==> src/rtl/outport_pkg.sv <==
// Shared definitions for the output port group: register addresses and
// the control register layout. Assumes a 3-bit register address.
package outport_pkg;
    localparam int ADDR_W = 3;

    localparam logic [ADDR_W-1:0] A_HIZ0 = 3'd0;
    localparam logic [ADDR_W-1:0] A_DAT0 = 3'd1;
    localparam logic [ADDR_W-1:0] A_HIZG = 3'd2;
    localparam logic [ADDR_W-1:0] A_DAT1 = 3'd3;
    localparam logic [ADDR_W-1:0] A_DAT2 = 3'd4;
    localparam logic [ADDR_W-1:0] A_CTRL = 3'd5;

    typedef enum logic [1:0] {
        FSEL_DIV64 = 2'd0,
        FSEL_DIV8  = 2'd1,
        FSEL_SLOW  = 2'd2,
        FSEL_FAST  = 2'd3
    } fsel_e;

    // Control register: [3:2] frequency code, [1] timer select, [0] clock enable
    typedef struct packed {
        fsel_e fsel;
        logic  tout_sel;
        logic  fout_en;
    } ctrl_t;
endpackage

==> src/rtl/outport_regs.sv <==
// Register file of the port group. Holds three data stores, the float
// controls and the control register. Keeps the data bit of a pin in
// special use at 1. Assumes PORT_W >= 4 (the control word is 4 bits).
module outport_regs
    import outport_pkg::*;
#(
    parameter int PORT_W = 4
) (
    input  logic                 clk,
    input  logic                 rst_n,
    input  logic                 wr_en,
    input  logic [ADDR_W-1:0]    addr,
    input  logic [PORT_W-1:0]    wdata,
    output logic [PORT_W-1:0]    rdata,
    output logic [PORT_W-1:0]    data0,
    output logic [PORT_W-1:0]    data1,
    output logic [PORT_W-1:0]    data2,
    output logic [PORT_W-1:0]    hiz0,
    output logic                 hiz1,
    output logic                 hiz2,
    output ctrl_t                ctrl
);
    localparam int CLK_BIT = PORT_W - 1;
    localparam int TMR_BIT = PORT_W - 2;

    ctrl_t             ctrl_nxt;
    logic [PORT_W-1:0] data0_nxt;

    // Next control word: replaced on a write to its address
    always_comb begin
        ctrl_nxt = ctrl;
        if (wr_en && addr == A_CTRL) ctrl_nxt = ctrl_t'(wdata[3:0]);
    end

    // Next first-group data: write, then pin special bits to 1
    always_comb begin
        data0_nxt = data0;
        if (wr_en && addr == A_DAT0) data0_nxt = wdata;
        if (ctrl_nxt.fout_en)  data0_nxt[CLK_BIT] = 1'b1;
        if (ctrl_nxt.tout_sel) data0_nxt[TMR_BIT] = 1'b1;
    end

    // Control register and first-group data store
    always_ff @(posedge clk) begin
        if (!rst_n) begin
            ctrl  <= '0;
            data0 <= '1;
        end else begin
            ctrl  <= ctrl_nxt;
            data0 <= data0_nxt;
        end
    end

    // Second and third group data stores
    always_ff @(posedge clk) begin
        if (!rst_n) begin
            data1 <= '1;
            data2 <= '1;
        end else if (wr_en) begin
            if (addr == A_DAT1) data1 <= wdata;
            if (addr == A_DAT2) data2 <= wdata;
        end
    end

    // Float controls, per pin for group 0 and per group for the others
    always_ff @(posedge clk) begin
        if (!rst_n) begin
            hiz0 <= '0;
            hiz1 <= 1'b0;
            hiz2 <= 1'b0;
        end else if (wr_en) begin
            if (addr == A_HIZ0) hiz0 <= wdata;
            if (addr == A_HIZG) begin
                hiz1 <= wdata[0];
                hiz2 <= wdata[1];
            end
        end
    end

    // Read-back multiplexer, unused bits and addresses give 0
    always_comb begin
        rdata = '0;
        unique case (addr)
            A_HIZ0: rdata = hiz0;
            A_DAT0: rdata = data0;
            A_HIZG: rdata[1:0] = {hiz2, hiz1};
            A_DAT1: rdata = data1;
            A_DAT2: rdata = data2;
            A_CTRL: rdata[3:0] = ctrl;
            default: rdata = '0;
        endcase
    end
endmodule

==> src/rtl/outport_clkgen.sv <==
// Clock output generator: counts rising edges of the low-speed level with
// a free-running counter, taps two counter bits, and picks one of four
// sources. A new code is taken only while the old and the new source are
// both low. Assumes both clock levels are synchronous to clk.
module outport_clkgen
    import outport_pkg::*;
#(
    parameter int TAP_MID  = 2,
    parameter int TAP_SLOW = 5,
    parameter int DIV_W    = TAP_SLOW + 1
) (
    input  logic              clk,
    input  logic              rst_n,
    input  logic              slow_in,
    input  logic              fast_in,
    input  fsel_e             fsel,
    output logic              clk_out,
    output fsel_e             act_sel,
    output logic [DIV_W-1:0]  div_cnt
);
    localparam int NSRC = 4;

    logic            slow_q;
    logic            slow_rise;
    logic [NSRC-1:0] src;

    assign slow_rise = slow_in & ~slow_q;

    // Low-speed edge detector and free-running divider
    always_ff @(posedge clk) begin
        if (!rst_n) begin
            slow_q  <= 1'b0;
            div_cnt <= '0;
        end else begin
            slow_q  <= slow_in;
            div_cnt <= div_cnt + {{(DIV_W-1){1'b0}}, slow_rise};
        end
    end

    // Candidate sources indexed by frequency code
    always_comb begin
        src[FSEL_DIV64] = div_cnt[TAP_SLOW];
        src[FSEL_DIV8]  = div_cnt[TAP_MID];
        src[FSEL_SLOW]  = slow_in;
        src[FSEL_FAST]  = fast_in;
    end

    // Active selection follows the code only at a common low phase
    always_ff @(posedge clk) begin
        if (!rst_n)
            act_sel <= FSEL_DIV64;
        else if (fsel != act_sel && !src[act_sel] && !src[fsel])
            act_sel <= fsel;
    end

    assign clk_out = src[act_sel];
endmodule

==> src/rtl/outport_pinmux.sv <==
// Pin multiplexer: maps data stores and float controls to pin values and
// enables, and routes the clock and timer outputs onto the top two pins
// of the first group. Purely combinational.
module outport_pinmux #(
    parameter int PORT_W = 4,
    parameter int NPIN   = 3 * PORT_W
) (
    input  logic [PORT_W-1:0] data0,
    input  logic [PORT_W-1:0] data1,
    input  logic [PORT_W-1:0] data2,
    input  logic [PORT_W-1:0] hiz0,
    input  logic              hiz1,
    input  logic              hiz2,
    input  logic              fout_en,
    input  logic              tout_sel,
    input  logic              clk_out,
    input  logic              timer_in,
    output logic [NPIN-1:0]   pin_out,
    output logic [NPIN-1:0]   pin_oe
);
    localparam int CLK_BIT = PORT_W - 1;
    localparam int TMR_BIT = PORT_W - 2;

    for (genvar i = 0; i < PORT_W; i++) begin : g_grp0
        if (i == CLK_BIT) begin : g_clk
            assign pin_out[i] = fout_en ? clk_out : data0[i];
        end else if (i == TMR_BIT) begin : g_tmr
            assign pin_out[i] = tout_sel ? timer_in : data0[i];
        end else begin : g_plain
            assign pin_out[i] = data0[i];
        end
        assign pin_oe[i] = ~hiz0[i];
    end

    assign pin_out[2*PORT_W-1:PORT_W]   = data1;
    assign pin_oe[2*PORT_W-1:PORT_W]    = {PORT_W{~hiz1}};
    assign pin_out[3*PORT_W-1:2*PORT_W] = data2;
    assign pin_oe[3*PORT_W-1:2*PORT_W]  = {PORT_W{~hiz2}};
endmodule

==> src/rtl/outport_special.sv <==
// Top of the output port group with special outputs. Connects the
// register file, the clock output generator and the pin multiplexer.
module outport_special
    import outport_pkg::*;
#(
    parameter int PORT_W   = 4,
    parameter int TAP_MID  = 2,
    parameter int TAP_SLOW = 5
) (
    input  logic                  clk,
    input  logic                  rst_n,
    input  logic [ADDR_W-1:0]     bus_addr,
    input  logic [PORT_W-1:0]     bus_wdata,
    input  logic                  bus_we,
    output logic [PORT_W-1:0]     bus_rdata,
    input  logic                  slow_clk_in,
    input  logic                  fast_clk_in,
    input  logic                  timer_in,
    output logic [3*PORT_W-1:0]   pin_out,
    output logic [3*PORT_W-1:0]   pin_oe
);
    localparam int DIV_W = TAP_SLOW + 1;
    localparam int NPIN  = 3 * PORT_W;

    logic [PORT_W-1:0] data0, data1, data2, hiz0;
    logic              hiz1, hiz2, clk_out;
    ctrl_t             ctrl;
    fsel_e             act_sel;
    logic [DIV_W-1:0]  div_cnt;

    outport_regs #(.PORT_W(PORT_W)) u_regs (
        .clk   (clk),
        .rst_n (rst_n),
        .wr_en (bus_we),
        .addr  (bus_addr),
        .wdata (bus_wdata),
        .rdata (bus_rdata),
        .data0 (data0),
        .data1 (data1),
        .data2 (data2),
        .hiz0  (hiz0),
        .hiz1  (hiz1),
        .hiz2  (hiz2),
        .ctrl  (ctrl)
    );

    outport_clkgen #(.TAP_MID(TAP_MID), .TAP_SLOW(TAP_SLOW), .DIV_W(DIV_W)) u_clkgen (
        .clk     (clk),
        .rst_n   (rst_n),
        .slow_in (slow_clk_in),
        .fast_in (fast_clk_in),
        .fsel    (ctrl.fsel),
        .clk_out (clk_out),
        .act_sel (act_sel),
        .div_cnt (div_cnt)
    );

    outport_pinmux #(.PORT_W(PORT_W), .NPIN(NPIN)) u_pinmux (
        .data0    (data0),
        .data1    (data1),
        .data2    (data2),
        .hiz0     (hiz0),
        .hiz1     (hiz1),
        .hiz2     (hiz2),
        .fout_en  (ctrl.fout_en),
        .tout_sel (ctrl.tout_sel),
        .clk_out  (clk_out),
        .timer_in (timer_in),
        .pin_out  (pin_out),
        .pin_oe   (pin_oe)
    );
endmodule

==> config.mk <==
export PLATFORM = sky130hd
export DESIGN_NAME = outport_special
export DESIGN_NICKNAME = d
export VERILOG_FILES = /design/src/rtl/outport_pkg.sv /design/src/rtl/outport_regs.sv /design/src/rtl/outport_clkgen.sv /design/src/rtl/outport_pinmux.sv /design/src/rtl/outport_special.sv
export SDC_FILE = /design/constraint.sdc
export NUM_CORES = 1
export LEC_CHECK = 0
export ABC_AREA = 1
export ABC_CLOCK_PERIOD_IN_PS = 1100
export BUFFER_PORTS_ARGS = -buffer_cell sky130_fd_sc_hd__buf_2
export CORE_ASPECT_RATIO = 1.5
export CORE_UTILIZATION = 47
export CTS_CLUSTER_SIZE = 20
export DETAILED_ROUTE_END_ITERATION = 8
export PLACE_DENSITY = 0.75
export SETUP_SLACK_MARGIN = 0.15
export SYNTH_ARGS = -nofsm -noshare
export SYNTH_HDL_FRONTEND = slang
export SYNTH_SLANG_ARGS = --single-unit
==> constraint.sdc <==
create_clock -name clk -period 1.1 [get_ports clk]
set_input_delay 0.22 -clock clk [delete_from_list [all_inputs] [get_ports clk]]
set_output_delay 0.22 -clock clk [all_outputs]
set_load 0.05 [all_outputs]
==> impl_metrics.yaml, run 1 <==
synth:
  ys_ff_latch: 31
  synth_area_per_cell_um2: 6.561
  synth_cell_types: 22
  ys_seq_area_frac: 0.3974
  yosysWarnings: 0
  syn_inst: 238
  synthArstFlopShare: 0
  synth_nets: 253
  yosys.area.top_type: "dfxtp_1"
  syn_area_mm2: 0.001561
  synth_commonest_cells: "nand2_1, inv_1, dfxtp_1"
  yosys.area.top_type_share: 0.3974
  synth_most_common_cell: "nand2_1"
  synth_edf_count: 0
  synth.area.top_cells: "dfxtp_1, nand2_1, inv_1"
  synthFlopType: "dfxtp_1"
cts:
  numCtsBuffers: 5
  htree_levels: 2
  cts-root-buf: "clkbuf_8"
  cts_sinks: 31
  clockBufferDepth: 2
floorplanning:
  die_h_um: 72.60
  start_util: 0.4943
  ios: 41
  die_x_um: 49.06
  rows: 25
sta:
  crit_endpoint: "pin_out[3]"
  worst-ep-kind: "top-level output"
status:
  lastStage: "global routing"
  stop_error: "[ERROR DPL-0038] Utilization greater than 100%, impossible to legalize"
  outcome: "stopped before the end"
placed_design:
  dp_hpwl_um: 3248
  gp_congestion: 0.8990
  port_buffers: 40
global_routing:
  grt_max_degree: 14
## stage by stage
step / area (µm²) / std cells / setup slack, ps
after CTS: 2725 / 362 / -353.4
after detailed placement: 2153 / 343 / -345.6
after global placement: 2153 / 343 / -315.5
after floorplan: 1732 / 238 / -285.5
## cells by family after synthesis
kind of cell	count (synthesis)	share of synthesized area
fa+ha+maj	2	0.01602
compound gates	41	0.1354
buf+inv	52	0.1450
simple gates	112	0.3061
flops	31	0.3974
## repair_timing
item / 4_1_cts
gates resized for setup: 139
hold buffers: 0
endpoints found under the setup margin: 43
pin swaps: 17
setup buffers: 11
==> inputs of run 2 (changes only) <==
--- a/config.mk
+++ b/config.mk
@@ -6,14 +6,11 @@
 export NUM_CORES = 1
 export LEC_CHECK = 0
 export ABC_AREA = 1
-export ABC_CLOCK_PERIOD_IN_PS = 1100
+export ABC_CLOCK_PERIOD_IN_PS = 1450
 export BUFFER_PORTS_ARGS = -buffer_cell sky130_fd_sc_hd__buf_2
-export CORE_ASPECT_RATIO = 1.5
-export CORE_UTILIZATION = 47
-export CTS_CLUSTER_SIZE = 20
+export CORE_UTILIZATION = 40
 export DETAILED_ROUTE_END_ITERATION = 8
-export PLACE_DENSITY = 0.75
-export SETUP_SLACK_MARGIN = 0.15
+export PLACE_DENSITY_LB_ADDON = 0.15
 export SYNTH_ARGS = -nofsm -noshare
 export SYNTH_HDL_FRONTEND = slang
 export SYNTH_SLANG_ARGS = --single-unit
==> constraint.sdc (replaced) <==
create_clock -name clk -period 1.45 [get_ports clk]
set_input_delay 0.29 -clock clk [delete_from_list [all_inputs] [get_ports clk]]
set_output_delay 0.29 -clock clk [all_outputs]
set_load 0.05 [all_outputs]
==> impl_metrics.yaml, run 2 <==
status:
  failed_checks: "negative setup slack"
  outcome: "finished, violations left"
worst_setup_path:
  critPathLaunchType: "register"
  cp-startpoint: "u_clkgen.act_sel[0]"
  path_cells: "nand2_1, nand3_2, nand2_2, o21ai_2, buf_6"
  reg2reg_from: "u_clkgen.act_sel[0]"
  worstSetupEndpointType: "primary output"
  cpPeakStageDelay_ps: 380
  arrival_ps: 1230
  crit_type: "reg -> out"
  cp_data_required_time_ps: 1160
  path_buf_inv: 1
  crit_family: "flip-flops"
  worst-path-max-fanout: 5
  cpMaxStageDelayCell: "dfxtp_4"
power_and_ir_drop:
  vdd_ir_drop_max_mv: 0.5016
  power_leakage_nw: 1.058
  power.density_mw_per_mm2: 1144
cts:
  cts_tree: "yes"
  cts-root-buf: "clkbuf_8"
  cts_sinks: 31
  clockBufferDepth: 2
  clock_latency_ps: 280
  clkTransAtPathRegs_ps: 60
  htree_levels: 2
  numCtsBuffers: 5
  holdBufCountCts: 0
worst_hold_path:
  hp-class: "in -> reg"
  hp-start: "slow_clk_in"
synth:
  synth_commonest_cells: "nand2_1, inv_1, dfxtp_1"
  synth_most_common_cell: "nand2_1"
  ys_ff_latch: 31
  yosysWarnings: 0
  synth_cell_types: 22
  synth_nets: 253
  synth.area.top_cells: "dfxtp_1, nand2_1, inv_1"
  synth_area_per_cell_um2: 6.561
  synthArstFlopShare: 0
  ys_seq_area_frac: 0.3974
  synthFlopType: "dfxtp_1"
  syn_area_mm2: 0.001561
  synth_edf_count: 0
  syn_inst: 238
  yosys.area.top_type: "dfxtp_1"
  yosys.area.top_type_share: 0.3974
global_routing:
  antenna_found_initial: 0
  grt_pass1_vias: 1418
  grt_max_degree: 16
  grt_pass1_wl_um: 6520
  gr-total-overflow: 0
  grt_usage: 0.2093
sta:
  finClkSkew_ps: 2.728
  report.final.slew_viol_count: 0
  rsz0062_at_grt: "yes"
  period_minus_slack_ps: 1524
  tightest_slew_ps: 245.0
  setup_viol: 1
  tns_ps: -73.93
  fmax_mhz: 656.2
  worst_slack_ps: -73.93
  min_period_over_period: 1.051
  slew_headroom: 0.8351
  hold_viol: 0
final_layout:
  layout_common_cells: "nand2_1, buf_2, inv_1"
  top_register: "u_clkgen.div_cnt"
  final_util: 0.5848
  final_common_cell: "nand2_1"
  fin_nets: 308
  syn_to_final_growth_pct: 39.18
  largest_reg_flops: 6
  drive_above_1_share: 0.4116
  insertedDiodeCount: 0
placed_design:
  dp_hpwl_um: 3004
  gp_congestion: 0.9208
  port_buffers: 40
route:
  first_pass_iters: 4
  vias: 1600
  drc_errors: 0
  ant_nets: 0
  viasPerCell: 4.678
  routedWlPerCell_um: 12.06
  drtIter0Drc: 85
  drt-total-wl_um: 4123
floorplanning:
  start_util: 0.4202
  core_mm2: 0.003716
  ios: 41
  die_x_um: 64.48
  die_h_um: 64.48
  die-area_mm2: 0.004158
  rows: 22
flow_run:
  cap_violations: 0
-- run 2: cell counts after synthesis --
Identical to the previous run, type by type.
-- run 2: final timing paths --
kind,endpoint,slack (ps),depth (start not counted)
setup / recovery,pin_out[3],-70,5
hold / removal,u_clkgen.slow_q,230,3
setup reg to reg,u_clkgen.act_sel[0],200,10
hold reg to reg,u_regs.data1[0],480,2
-- run 2: routing by layer --
metal  wire length, µm  vias up  GRT usage
li1                  -      851          -
met1              2066      699     0.2863
met2              1824       43     0.3171
met3               186        7    0.05986
met4                45        0    0.06389
met5                 0        -          0
-- run 2: tightest hold or removal path, cell delays in order --
cell,delay [ps]
buf_2,100
nand2_1,50
inv_1,40
-- run 2: report_power, final --
part	switching (mW)	internal, mW
clock network	0.299	0.432
registers	0.0645	0.920
logic	0.468	0.302
-- run 2: timing repair --
action / in CTS / in global routing
hold endpoints to repair: 0 / 0
gates resized for setup: 30 / 38
endpoints found under the setup margin: 5 / 5
pin swaps: 2 / 10
setup buffers: 4 / 3
-- run 2: cells by family after synthesis --
logic type / Yosys count / share of synthesized area
simple gates: 112 / 0.3061
buf+inv: 52 / 0.1450
fa+ha+maj: 2 / 0.01602
flops: 31 / 0.3974
compound gates: 41 / 0.1354
-- run 2: final cells by class --
type | instances | area, µm²
repair buffers | 59 | 391.6
well taps | 48 | 60.06
fillers | 357 | 1543
inverters | 41 | 171.4
multi-input cells | 155 | 809.5
flip-flops and latches | 31 | 640.6
clock buffers | 8 | 100.1
-- run 2: through the flow --
step                      setup slack, ps  power, mW  std cells  instance area (µm²)  hold WS (ps)
after floorplan                    -157.8      1.420        238                 1583         383.5
after global placement             -68.75      1.580        327                 1861         470.6
after detailed placement           -109.7      1.583        327                 1861         479.2
after CTS                          -85.11      2.429        339                 2063         215.9
after global routing               -130.5      2.636        342                 2173         253.2
final                              -73.93      2.486        342                 2173         228.5
No activity file was read; power rests on OpenSTA's default activity.
==> inputs of run 3 (changes only) <==
--- a/config.mk
+++ b/config.mk
@@ -9,6 +9,7 @@
 export ABC_CLOCK_PERIOD_IN_PS = 1450
 export BUFFER_PORTS_ARGS = -buffer_cell sky130_fd_sc_hd__buf_2
 export CORE_UTILIZATION = 40
+export CTS_BUF_LIST = sky130_fd_sc_hd__clkbuf_16
 export DETAILED_ROUTE_END_ITERATION = 8
 export PLACE_DENSITY_LB_ADDON = 0.15
 export SYNTH_ARGS = -nofsm -noshare
==> impl_metrics.yaml, run 3 (same netlist as run 2, synthesis figures left out) <==
worst_setup_path:
  worst-path-max-fanout: 4
  worstSetupEndpointType: "primary output"
  arrival_ps: 1220
  critPathLaunchType: "register"
  crit_type: "reg -> out"
  cp_data_required_time_ps: 1160
cts:
  htree_levels: 2
  clkTransAtPathRegs_ps: 50
  cts_tree: "yes"
  holdBufCountCts: 0
  numCtsBuffers: 5
  clockBufferDepth: 2
  cts_sinks: 31
  cts-root-buf: "clkbuf_16"
  clock_latency_ps: 270
power_and_ir_drop:
  switchingPower_mw: 0.8802
  power.density_mw_per_mm2: 1238
  power_leakage_nw: 1.077
  vdd_ir_drop_max_mv: 0.6763
  p_int_mw: 1.856
  pwr-share-clk: 0.350
  combPwrFrac: 0.289
  p_seq_frac: 0.361
  switching_share: 0.3217
sta:
  period_minus_slack_ps: 1508
  min_period_over_period: 1.040
  slew_headroom: 0.8348
  finClkSkew_ps: 2.274
  tightest_slew_ps: 245.5
  tns_ps: -58.34
  report.final.slew_viol_count: 0
  hold_viol: 0
  setup_viol: 1
  fmax_mhz: 663.0
  worst_slack_ps: -58.34
  rsz0062_at_grt: "yes"
global_routing:
  grt_max_degree: 16
  grt_pass1_vias: 1396
  grt_pass1_wl_um: 6506
  gr-total-overflow: 0
  antenna_found_initial: 0
  grt_usage: 0.2086
final_layout:
  fillCellCount: 365
  drive_above_1_share: 0.3925
  top_register: "u_clkgen.div_cnt"
  largest_reg_flops: 6
  fin_nets: 307
  syn_to_final_growth_pct: 41.59
  final_util: 0.5949
  layout_common_cells: "nand2_1, buf_2, inv_1"
  final_common_cell: "nand2_1"
  insertedDiodeCount: 0
route:
  drc_errors: 0
  routedWlPerCell_um: 12.03
  ant_nets: 0
  drt-total-wl_um: 4103
  vias: 1604
  drtIter0Drc: 72
  first_pass_iters: 4
  viasPerCell: 4.704
flow_run:
  cap_violations: 0
floorplanning:
  core_mm2: 0.003716
  die-area_mm2: 0.004158
  die_x_um: 64.48
  ios: 41
  rows: 22
  die_h_um: 64.48
  start_util: 0.4202
placed_design:
  dp_hpwl_um: 3004
  port_buffers: 40
  place_ws_ps: -109.7
  gp_congestion: 0.9208
worst_hold_path:
  hp-class: "in -> reg"
status:
  outcome: "finished, violations left"
  failed_checks: "negative setup slack"
[run 3: cell count changes in the layout (fill, tap and decap cells not counted), sizes merged]
cell / change
clkinv: +2
clkbuf: -4
inv: +1
[run 3: through the flow]
| stage | total power [mW] | cell area [µm²] | instances | hold WS [ps] |
|---|---|---|---|---|
| after CTS | 2.641 | 2086 | 339 | 227.2 |
| after global placement | 1.580 | 1861 | 327 | 470.6 |
| after floorplan | 1.420 | 1583 | 238 | 383.5 |
| after detailed placement | 1.583 | 1861 | 327 | 479.2 |
| after global routing | 2.871 | 2211 | 341 | 267.3 |
| final | 2.736 | 2211 | 341 | 235.6 |
[run 3: routing by layer]
layer / share of wire / up-vias / routed length (µm) / GRT usage
met3: 0.039 / 6 / 158 / 0.05282
met1: 0.52 / 711 / 2116 / 0.2907
li1: - / 851 / - / -
met4: 0.013 / 0 / 53 / 0.06667
met2: 0.43 / 36 / 1775 / 0.3132
met5: 0 / - / 0 / 0
[run 3: path summary, 6_finish.rpt]
path | to | cells after the start | slack, ps | startpoint
max | pin_out[3] | 5 | -60 | u_clkgen.act_sel[1]
min | u_clkgen.slow_q | 3 | 240 | slow_clk_in
max reg2reg | u_clkgen.act_sel[1] | 11 | 150 | u_clkgen.act_sel[0]
min reg2reg | u_clkgen.div_cnt[4] | 2 | 480 | u_clkgen.div_cnt[4]
[run 3: worst max-delay path: stages, from the launching register on]
cell     delay, ps
dfxtp_2        370
inv_1          100
nand3_2        100
nand2_2         60
o21ai_2        140
buf_6          180
[run 3: timing repair]
action / CTS / global route
buffers inserted: 4 / 2
gates resized for setup: 25 / 41
pin swaps: 2 / 9
setup endpoints to repair: 5 / 5
[run 3: power by group through the flow]
stage               registers [mW]  clock network, mW  logic [mW]
global placement             0.985                  0       0.595
finish                       0.989              0.957       0.791
global route                 0.994               1.00       0.874
CTS                          0.980              0.967       0.694
detailed placement           0.983                  0       0.600
floorplan                    0.997                  0       0.423
[run 3: cell type report]
| class | instances | area [µm²] | share of cell area |
|---|---|---|---|
| clock buffer | 5 | 125.1 | 0.05659 |
| clock inverter | 3 | 11.26 | 0.005093 |
| inverter | 41 | 171.4 | 0.07753 |
| multi-input combinational | 155 | 819.5 | 0.3707 |
| sequential | 31 | 634.4 | 0.2869 |
| tap | 48 | 60.06 | 0.02716 |
| timing repair buffer | 58 | 389.1 | 0.1760 |
